`config.mk`:
```
export PLATFORM = sky130hd
export DESIGN_NAME = gpio_bank
export DESIGN_NICKNAME = d
export VERILOG_FILES = /design/src/rtl/gpio_bank_pkg.sv /design/src/rtl/gpio_in_sync.sv /design/src/rtl/gpio_edge_stat.sv /design/src/rtl/gpio_pin_mux.sv /design/src/rtl/gpio_bank.sv
export SDC_FILE = /design/constraint.sdc
export NUM_CORES = 1
export LEC_CHECK = 0
export BUFFER_PORTS_ARGS = -buffer_cell sky130_fd_sc_hd__buf_4
export CAP_MARGIN = 20
export CORE_UTILIZATION = 35
export DETAILED_ROUTE_END_ITERATION = 8
export PLACE_DENSITY_LB_ADDON = 0.08
export SKIP_CTS_REPAIR_TIMING = 1
export SYNTH_ARGS = -nofsm -noshare
export SYNTH_HDL_FRONTEND = slang
export SYNTH_SLANG_ARGS = --single-unit
```
`constraint.sdc`:
```
create_clock -name clk_i -period 1.85 [get_ports clk_i]
set_input_delay 0.2775 -clock clk_i [delete_from_list [all_inputs] [get_ports clk_i]]
set_output_delay 0.2775 -clock clk_i [all_outputs]
set_load 0.1 [all_outputs]
```
`src/rtl/gpio_bank_pkg.sv`:
```
package gpio_bank_pkg;
  localparam int ADDR_W = 4;

  typedef enum logic [ADDR_W-1:0] {
    A_LEVEL   = 4'h0,
    A_DIR     = 4'h1,
    A_SET     = 4'h2,
    A_CLR     = 4'h3,
    A_RISE    = 4'h4,
    A_FALL    = 4'h5,
    A_STAT    = 4'h6,
    A_FSEL_LO = 4'h7,
    A_FSEL_HI = 4'h8
  } reg_addr_e;
endpackage

```
`src/rtl/gpio_in_sync.sv`:
```
module gpio_in_sync #(
  parameter int N = 32
) (
  input  logic         clk_i,
  input  logic         rst_ni,
  input  logic [N-1:0] pin_i,
  output logic [N-1:0] level_o,
  output logic [N-1:0] rise_o,
  output logic [N-1:0] fall_o
);
  logic [N-1:0] s1_q, s2_q, dly_q;

  always_ff @(posedge clk_i or negedge rst_ni) begin
    if (!rst_ni) begin
      s1_q  <= '0;
      s2_q  <= '0;
      dly_q <= '0;
    end else begin
      s1_q  <= pin_i;
      s2_q  <= s1_q;
      dly_q <= s2_q;
    end
  end

  assign level_o = s2_q;
  assign rise_o  = s2_q & ~dly_q;
  assign fall_o  = ~s2_q & dly_q;
endmodule

```
`src/rtl/gpio_edge_stat.sv`:
```
module gpio_edge_stat #(
  parameter int N = 32
) (
  input  logic         clk_i,
  input  logic         rst_ni,
  input  logic [N-1:0] rise_i,
  input  logic [N-1:0] fall_i,
  input  logic [N-1:0] rise_en_i,
  input  logic [N-1:0] fall_en_i,
  input  logic [N-1:0] clr_i,
  output logic [N-1:0] hit_o,
  output logic [N-1:0] stat_o
);
  logic [N-1:0] stat_q;

  assign hit_o = (rise_i & rise_en_i) | (fall_i & fall_en_i);

  // set dominates clear
  always_ff @(posedge clk_i or negedge rst_ni) begin
    if (!rst_ni) stat_q <= '0;
    else         stat_q <= (stat_q & ~clr_i) | hit_o;
  end

  assign stat_o = stat_q;
endmodule

```
`src/rtl/gpio_pin_mux.sv`:
```
module gpio_pin_mux #(
  parameter int          N        = 32,
  parameter int          FSEL_W   = 2,
  parameter int          NUM_ALT  = 3,
  parameter logic [N-1:0] DED_MASK = '0
) (
  input  logic [N-1:0][FSEL_W-1:0] fsel_i,
  input  logic [N-1:0]             gpio_out_i,
  input  logic [N-1:0]             dir_i,
  input  logic [N-1:0]             pin_i,
  input  logic [NUM_ALT-1:0][N-1:0] alt_out_i,
  input  logic [NUM_ALT-1:0][N-1:0] alt_oe_i,
  output logic [N-1:0]             pin_o,
  output logic [N-1:0]             pin_oe_o,
  output logic [NUM_ALT-1:0][N-1:0] alt_in_o
);
  for (genvar p = 0; p < N; p++) begin : g_pin
    logic              is_gpio;
    logic [FSEL_W-1:0] idx;

    // dedicated pins swap codes 00 and 01
    assign is_gpio = DED_MASK[p] ? (fsel_i[p] == FSEL_W'(1)) : (fsel_i[p] == '0);
    assign idx     = (fsel_i[p] == '0) ? '0 : fsel_i[p] - FSEL_W'(1);

    assign pin_o[p]    = is_gpio ? gpio_out_i[p] : alt_out_i[idx][p];
    assign pin_oe_o[p] = is_gpio ? (dir_i[p] ^ DED_MASK[p]) : alt_oe_i[idx][p];

    for (genvar k = 0; k < NUM_ALT; k++) begin : g_alt
      assign alt_in_o[k][p] = !is_gpio && (idx == FSEL_W'(k)) && pin_i[p];
    end
  end
endmodule

```
`src/rtl/gpio_bank.sv`:
```
module gpio_bank import gpio_bank_pkg::*; #(
  parameter int             N        = 32,
  parameter int             FSEL_W   = 2,
  parameter logic [N-1:0]   DED_MASK = 32'hF000_0000,
  localparam int            NUM_ALT  = (1 << FSEL_W) - 1
) (
  input  logic                      clk_i,
  input  logic                      rst_ni,
  input  logic [ADDR_W-1:0]         addr_i,
  input  logic                      we_i,
  input  logic [N-1:0]              wdata_i,
  output logic [N-1:0]              rdata_o,
  input  logic [N-1:0]              pin_i,
  output logic [N-1:0]              pin_o,
  output logic [N-1:0]              pin_oe_o,
  input  logic [NUM_ALT-1:0][N-1:0] alt_out_i,
  input  logic [NUM_ALT-1:0][N-1:0] alt_oe_i,
  output logic [NUM_ALT-1:0][N-1:0] alt_in_o,
  output logic                      irq_o
);
  localparam int HALF = N / 2;

  logic [N-1:0]             dir_q, out_q, rise_en_q, fall_en_q;
  logic [N-1:0][FSEL_W-1:0] fsel_q;
  logic [N-1:0]             set_mask, clr_mask, stat_clr;
  logic [N-1:0]             level, rise, fall, edge_hit, stat_q;

  assign set_mask = (we_i && addr_i == A_SET)  ? wdata_i : '0;
  assign clr_mask = (we_i && addr_i == A_CLR)  ? wdata_i : '0;
  assign stat_clr = (we_i && addr_i == A_STAT) ? wdata_i : '0;

  always_ff @(posedge clk_i or negedge rst_ni) begin
    if (!rst_ni) begin
      dir_q     <= '0;
      out_q     <= '0;
      rise_en_q <= '0;
      fall_en_q <= '0;
      fsel_q    <= '0;
    end else begin
      out_q <= (out_q | set_mask) & ~clr_mask;
      if (we_i) begin
        case (addr_i)
          A_DIR:     dir_q            <= wdata_i;
          A_RISE:    rise_en_q        <= wdata_i;
          A_FALL:    fall_en_q        <= wdata_i;
          A_FSEL_LO: fsel_q[HALF-1:0] <= wdata_i;
          A_FSEL_HI: fsel_q[N-1:HALF] <= wdata_i;
          default: ;
        endcase
      end
    end
  end

  always_comb begin
    case (addr_i)
      A_LEVEL:   rdata_o = level;
      A_DIR:     rdata_o = dir_q;
      A_RISE:    rdata_o = rise_en_q;
      A_FALL:    rdata_o = fall_en_q;
      A_STAT:    rdata_o = stat_q;
      A_FSEL_LO: rdata_o = fsel_q[HALF-1:0];
      A_FSEL_HI: rdata_o = fsel_q[N-1:HALF];
      default:   rdata_o = '0;
    endcase
  end

  gpio_in_sync #(.N(N)) i_sync (
    .clk_i   (clk_i),
    .rst_ni  (rst_ni),
    .pin_i   (pin_i),
    .level_o (level),
    .rise_o  (rise),
    .fall_o  (fall)
  );

  gpio_edge_stat #(.N(N)) i_stat (
    .clk_i     (clk_i),
    .rst_ni    (rst_ni),
    .rise_i    (rise),
    .fall_i    (fall),
    .rise_en_i (rise_en_q),
    .fall_en_i (fall_en_q),
    .clr_i     (stat_clr),
    .hit_o     (edge_hit),
    .stat_o    (stat_q)
  );

  gpio_pin_mux #(
    .N        (N),
    .FSEL_W   (FSEL_W),
    .NUM_ALT  (NUM_ALT),
    .DED_MASK (DED_MASK)
  ) i_mux (
    .fsel_i     (fsel_q),
    .gpio_out_i (out_q),
    .dir_i      (dir_q),
    .pin_i      (pin_i),
    .alt_out_i  (alt_out_i),
    .alt_oe_i   (alt_oe_i),
    .pin_o      (pin_o),
    .pin_oe_o   (pin_oe_o),
    .alt_in_o   (alt_in_o)
  );

  assign irq_o = |stat_q;
endmodule

```
Word level (Yosys, flattened, before mapping)
Index checks and enable logic that the tools add are counted.

word-level totals
  register bits = 320
  logic and storage cells = 723
  output and inout port bits = 193
  input port bits = 263

cells by class
  add/subtract/negate cells = 32
  bitwise operators = 17
  eq/ne operators = 76
  reductions and logical operators = 298
  muxes and demuxes = 228
  $lt $le $gt $ge = 32

operators by type and width
  kind                                                                   number
  32-bit binary-select mux with 2-bit select                             64
  32-bit case mux with 7 select lines                                    1
  1-bit logical AND                                                      195
  32-bit bitwise AND                                                     6
  32-bit two-way mux                                                     5
  2-bit zero test                                                        64
  32-bit NOT                                                             4
  2-bit by 3-bit < comparator with 1-bit output, second input constant   32
  32-bit bitwise OR                                                      3
  2-bit by 1-bit equality test with 1-bit output, second input constant  36
  2-bit two-way mux                                                      34
  1-bit two-way mux                                                      66
  2-bit equality test, second input constant                             32
  2-bit by 1-bit subtractor with 2-bit output, second input constant     32
  31-bit two-way mux                                                     2
  30-bit two-way mux                                                     2
  29-bit two-way mux                                                     2
  28-bit two-way mux                                                     2
  27-bit two-way mux                                                     2
  26-bit two-way mux                                                     2
  25-bit two-way mux                                                     2
  24-bit two-way mux                                                     2
  23-bit two-way mux                                                     2
  22-bit two-way mux                                                     2
  28 further kinds                                                       89

Depth between registers and ports, before layout
  depth in word-level cells = 6
  mapped depth = 7
  depth with buffers taken out = 3

Hierarchy
From an unflattened synthesis, not the netlist that was laid out.

second synthesis, totals
  cell total of the unflattened synthesis = 1163
  area, all modules = 15481.1 um2

modules (own cells, without submodules)
  module          area each (um2)  sequential area each (um2)  cells an instance  instances
  gpio_bank       8672.1           4804.6                      663                1
  gpio_in_sync    2962.8           2402.3                      160                1
  gpio_pin_mux    2404.8           0.0                         212                1
  gpio_edge_stat  1441.4           800.8                       128                1

Worst setup path after synthesis
OpenSTA, ideal clock, no wires.

  path kind = reg2out
  start point = register fsel_q[57] (netlist bit)
  end point = output port alt_in_o[28] (netlist bit)
  data required time = 1.572 ns
  arrival time = 2.679 ns
  setup slack = -1.106 ns
  stages on the path, launching flop included = 2
  path through = dfrtp_1 nor3b_1

RTL lines
  element                            RTL line         RTL
  from (decl)                        gpio_bank.sv:24  logic [N-1:0][FSEL_W-1:0] fsel_q;
  from (signal, indexed assignment)  gpio_bank.sv:46  A_FSEL_LO: fsel_q[HALF-1:0] <= wdata_i;
  from (signal, indexed assignment)  gpio_bank.sv:47  A_FSEL_HI: fsel_q[N-1:HALF] <= wdata_i;
  to (decl)                          gpio_bank.sv:18  output logic [NUM_ALT-1:0][N-1:0] alt_in_o,

Final worst setup path
  start point = register i_stat.stat_q[4], in the netlist i_stat.stat_o[4]
  end point = output port irq_o

on the way
  word-level cells in the longest chain between the ends = 1

ends and longest elaborated chain
  element                 RTL line              RTL
  from (decl)             gpio_edge_stat.sv:14  logic [N-1:0] stat_q;
  from (signal assigned)  gpio_edge_stat.sv:21  else stat_q <= (stat_q & ~clr_i) | hit_o;
  32-bit OR reduction     gpio_bank.sv:105      assign irq_o = |stat_q;
  to (decl)               gpio_bank.sv:19       output logic irq_o

Every way passes these cells.

==> reports/results.ini <==
[global_route]
globalRouteOverflowTotal=0
grt_max_degree=60
grt_pass1_vias=12400
grt_pass1_wl_mm=77.1
antenna_found_initial=1
grt.total_usage_pct=22.8

[clock_network]
htree_num_levels=2
path_clk_slew_ps=60
cts.sinks=320
clockBufferDepth=3
root_buffer=clkbuf_16
numCtsBuffers=37
cts_tree=yes
insertion_delay_ps=530

[setup_path]
cpLargestDelayFamily=simple AND/OR/NAND/NOR gates
crit_chain=nor4_2, nand4_1, or2_4, buf_12
critPathLaunchType=flip-flop
cp_slowest_stage_delay_ps=410
path_class=flip-flop to output pin
crit_fanout=2
crit_arrival_ps=2030
cp-end-kind=output pin
cp.required_ps=1570
crit_buf_inv=1
crit_path_top_delay_cell=dfrtp_1

[floorplanning]
rows=76
die_h_um=213
dieWidth_um=213
ios=456
start_util_pct=35.8
core_um2=43500
die-area_um2=45300

[pwr]
peakVddDrop_v=0.000753
p_per_area_nw_per_um2=1230
p_leak_nw=10.9
clkPwrFrac_pct=23.1
power_mw=30.1
power_switching_mw=12.7
seqPwrFrac_pct=31.4
p_sw_share_pct=42.2
intPower_mw=17.4
p_comb_share_pct=45.5

[cells_and_area]
layout.cells.non_filler=2406
drive_gt1_share_pct=62.6
fin_nets=2058
syn_to_final_growth_pct=57.6
nFillCells=3660

[yosys]
synthDistinctLibCells=33
syn_avg_cell_area_um2=13.2
ys_warn_count=0
synth_area_leader_cell=dfrtp_1
syn_nets=1445
yosysMostFrequentCell=dfrtp_1
synth_top_flop_cell=dfrtp_1
synthTopCellsByArea=dfrtp_1 51%, mux2_2 14%, mux4_2 9.3%, a22oi_1 3.1%, mux2_4 2.9%
synthCells=1182
yosys_register_bits=320
netlist_area_um2=15600
synth.top_cell.area_share_pct=51.5
synth_edf_count=0
ys_top_cells_by_count=320 x dfrtp_1, 193 x mux2_2, 109 x nand2_1
seq_area_frac_synth_pct=51.5
async_reset_ff_share_pct=100

[timing]
timing.final.crit_share_pct=125
rsz0062_at_grt=yes
clock.fmax_ghz=0.433
relSlewSlack_pct=73.2
setup_tns_ps=-15570
drv_slew=0
fin_ws_ps=-462
skew_ps=14.8
hold_violations=0
finalSetupViolCount=102
min_period_ps=2310
worst_pin_slew_ps=399

[drt]
dr.pass1.iters=4
ant_nets=0
via_per_inst=5.22
wl_per_cell_um=22.3
drc=0
num_vias=12600
routed_wl_mm=53.7
drt_iter0_markers=581

[job]
cap_viol_max_count=0

[place]
place_hpwl_mm=38.0
gp_congestion=0.783
portBuffers=455
dp.cells=2274

[hold_path]
hold_path.class=input port to flip-flop

[status]
violations=setup timing
outcome=finished, violations left

-- through the flow --
step	hold WS, ps	area (um^2)	worst slack, ps	util (%)
5_1_grt	0.630	24500	-550	56.4
2_1_floorplan	-18.1	16000	-117	-
3_5_place_dp	197	21100	-144	48.5
6_report	1.26	24500	-462	56.4
3_3_place_gp	198	21100	-133	48.5
4_1_cts	-353	22200	-713	51.2
-- cell type report --
class | instances | area, um^2 | share of cell area (%)
tap | 585 | 732 | 2.99
sequential | 320 | 8060 | 32.9
clock inverter | 10 | 53.8 | 0.219
timing repair buffer | 630 | 6470 | 26.4
antenna | 1 | 2.50 | 0.0102
clock buffer | 54 | 1090 | 4.46
multi-input combinational | 780 | 8010 | 32.7
inverter | 26 | 97.6 | 0.398
-- logic make-up after synthesis --
| family | Yosys count | share of synthesized area (%) |
|---|---|---|
| AOI/OAI and AO/OA | 190 | 8.41 |
| buffers and inverters | 82 | 2.44 |
| DFF | 320 | 51.5 |
| muxes | 321 | 28.6 |
| and+or+nand+nor | 269 | 9.11 |
-- worst paths after layout --
check	slack, ps	cells past startpoint	to	start
min reg2reg	350	0	i_sync.level_o[27]$_DFF_PN0_	i_sync.s1_q[27]$_DFF_PN0_
min	1	2	out_q[17]$_DFF_PN0_	wdata_i[17]
max	-460	4	irq_o	i_stat.stat_o[4]$_DFF_PN0_
min in group asynchronous	260	2	fsel_q[62]$_DFFE_PN0P_	rst_ni
max in group asynchronous	840	3	fsel_q[59]$_DFFE_PN0P_	rst_ni
max reg2reg	670	3	fsel_q[36]$_DFFE_PN0P_	fsel_q[36]$_DFFE_PN0P_
-- registers in the layout (all words and copies together) (netlist names) --
signal and count:
i_sync.s1_q 32, fall_en_q 32, rise_en_q 32, dir_q 32, fsel_q 64, out_q 32
i_stat.stat_o 32, i_sync.level_o 32, i_sync.dly_q 32
-- power by group through the flow --
| stage | logic (mW) | clock network [mW] | registers, mW |
|---|---|---|---|
| after floorplan | 9.35 | 0 | 9.15 |
| after global placement | 12.0 | 0 | 9.54 |
| after detailed placement | 12.1 | 0 | 9.55 |
| after CTS | 12.1 | 7.14 | 9.44 |
| after global routing | 14.2 | 7.38 | 9.61 |
| final | 13.7 | 6.95 | 9.43 |
-- cells in the final DEF (no fill, tap or decap), drive strengths merged, types with 5 or more instances in the layout --
master and instances:
a21o 32, a21oi 31, a22oi 64, a31oi 31, and3 34, and3b 20, buf 597, clkbuf 54
clkinv 9, dfrtp 320, dlygate4sd3 33, inv 27, mux2 256, mux4 64, nand2 109, nand3 12
nand3b 32, nor2 42, nor3b 5, nor4 8, o21ai 11, o221ai 21
-- per-layer routing --
layer | global-route usage, % | vias to the layer above | share of wire, %
li1 | - | 5703 | -
met2 | 39.7 | 336 | 51
met1 | 29.8 | 6439 | 43
met5 | 0 | - | 0.032
met4 | 4.91 | 2 | 2.1
met3 | 3.54 | 73 | 4.0
Power figures use the tool's default switching activity.
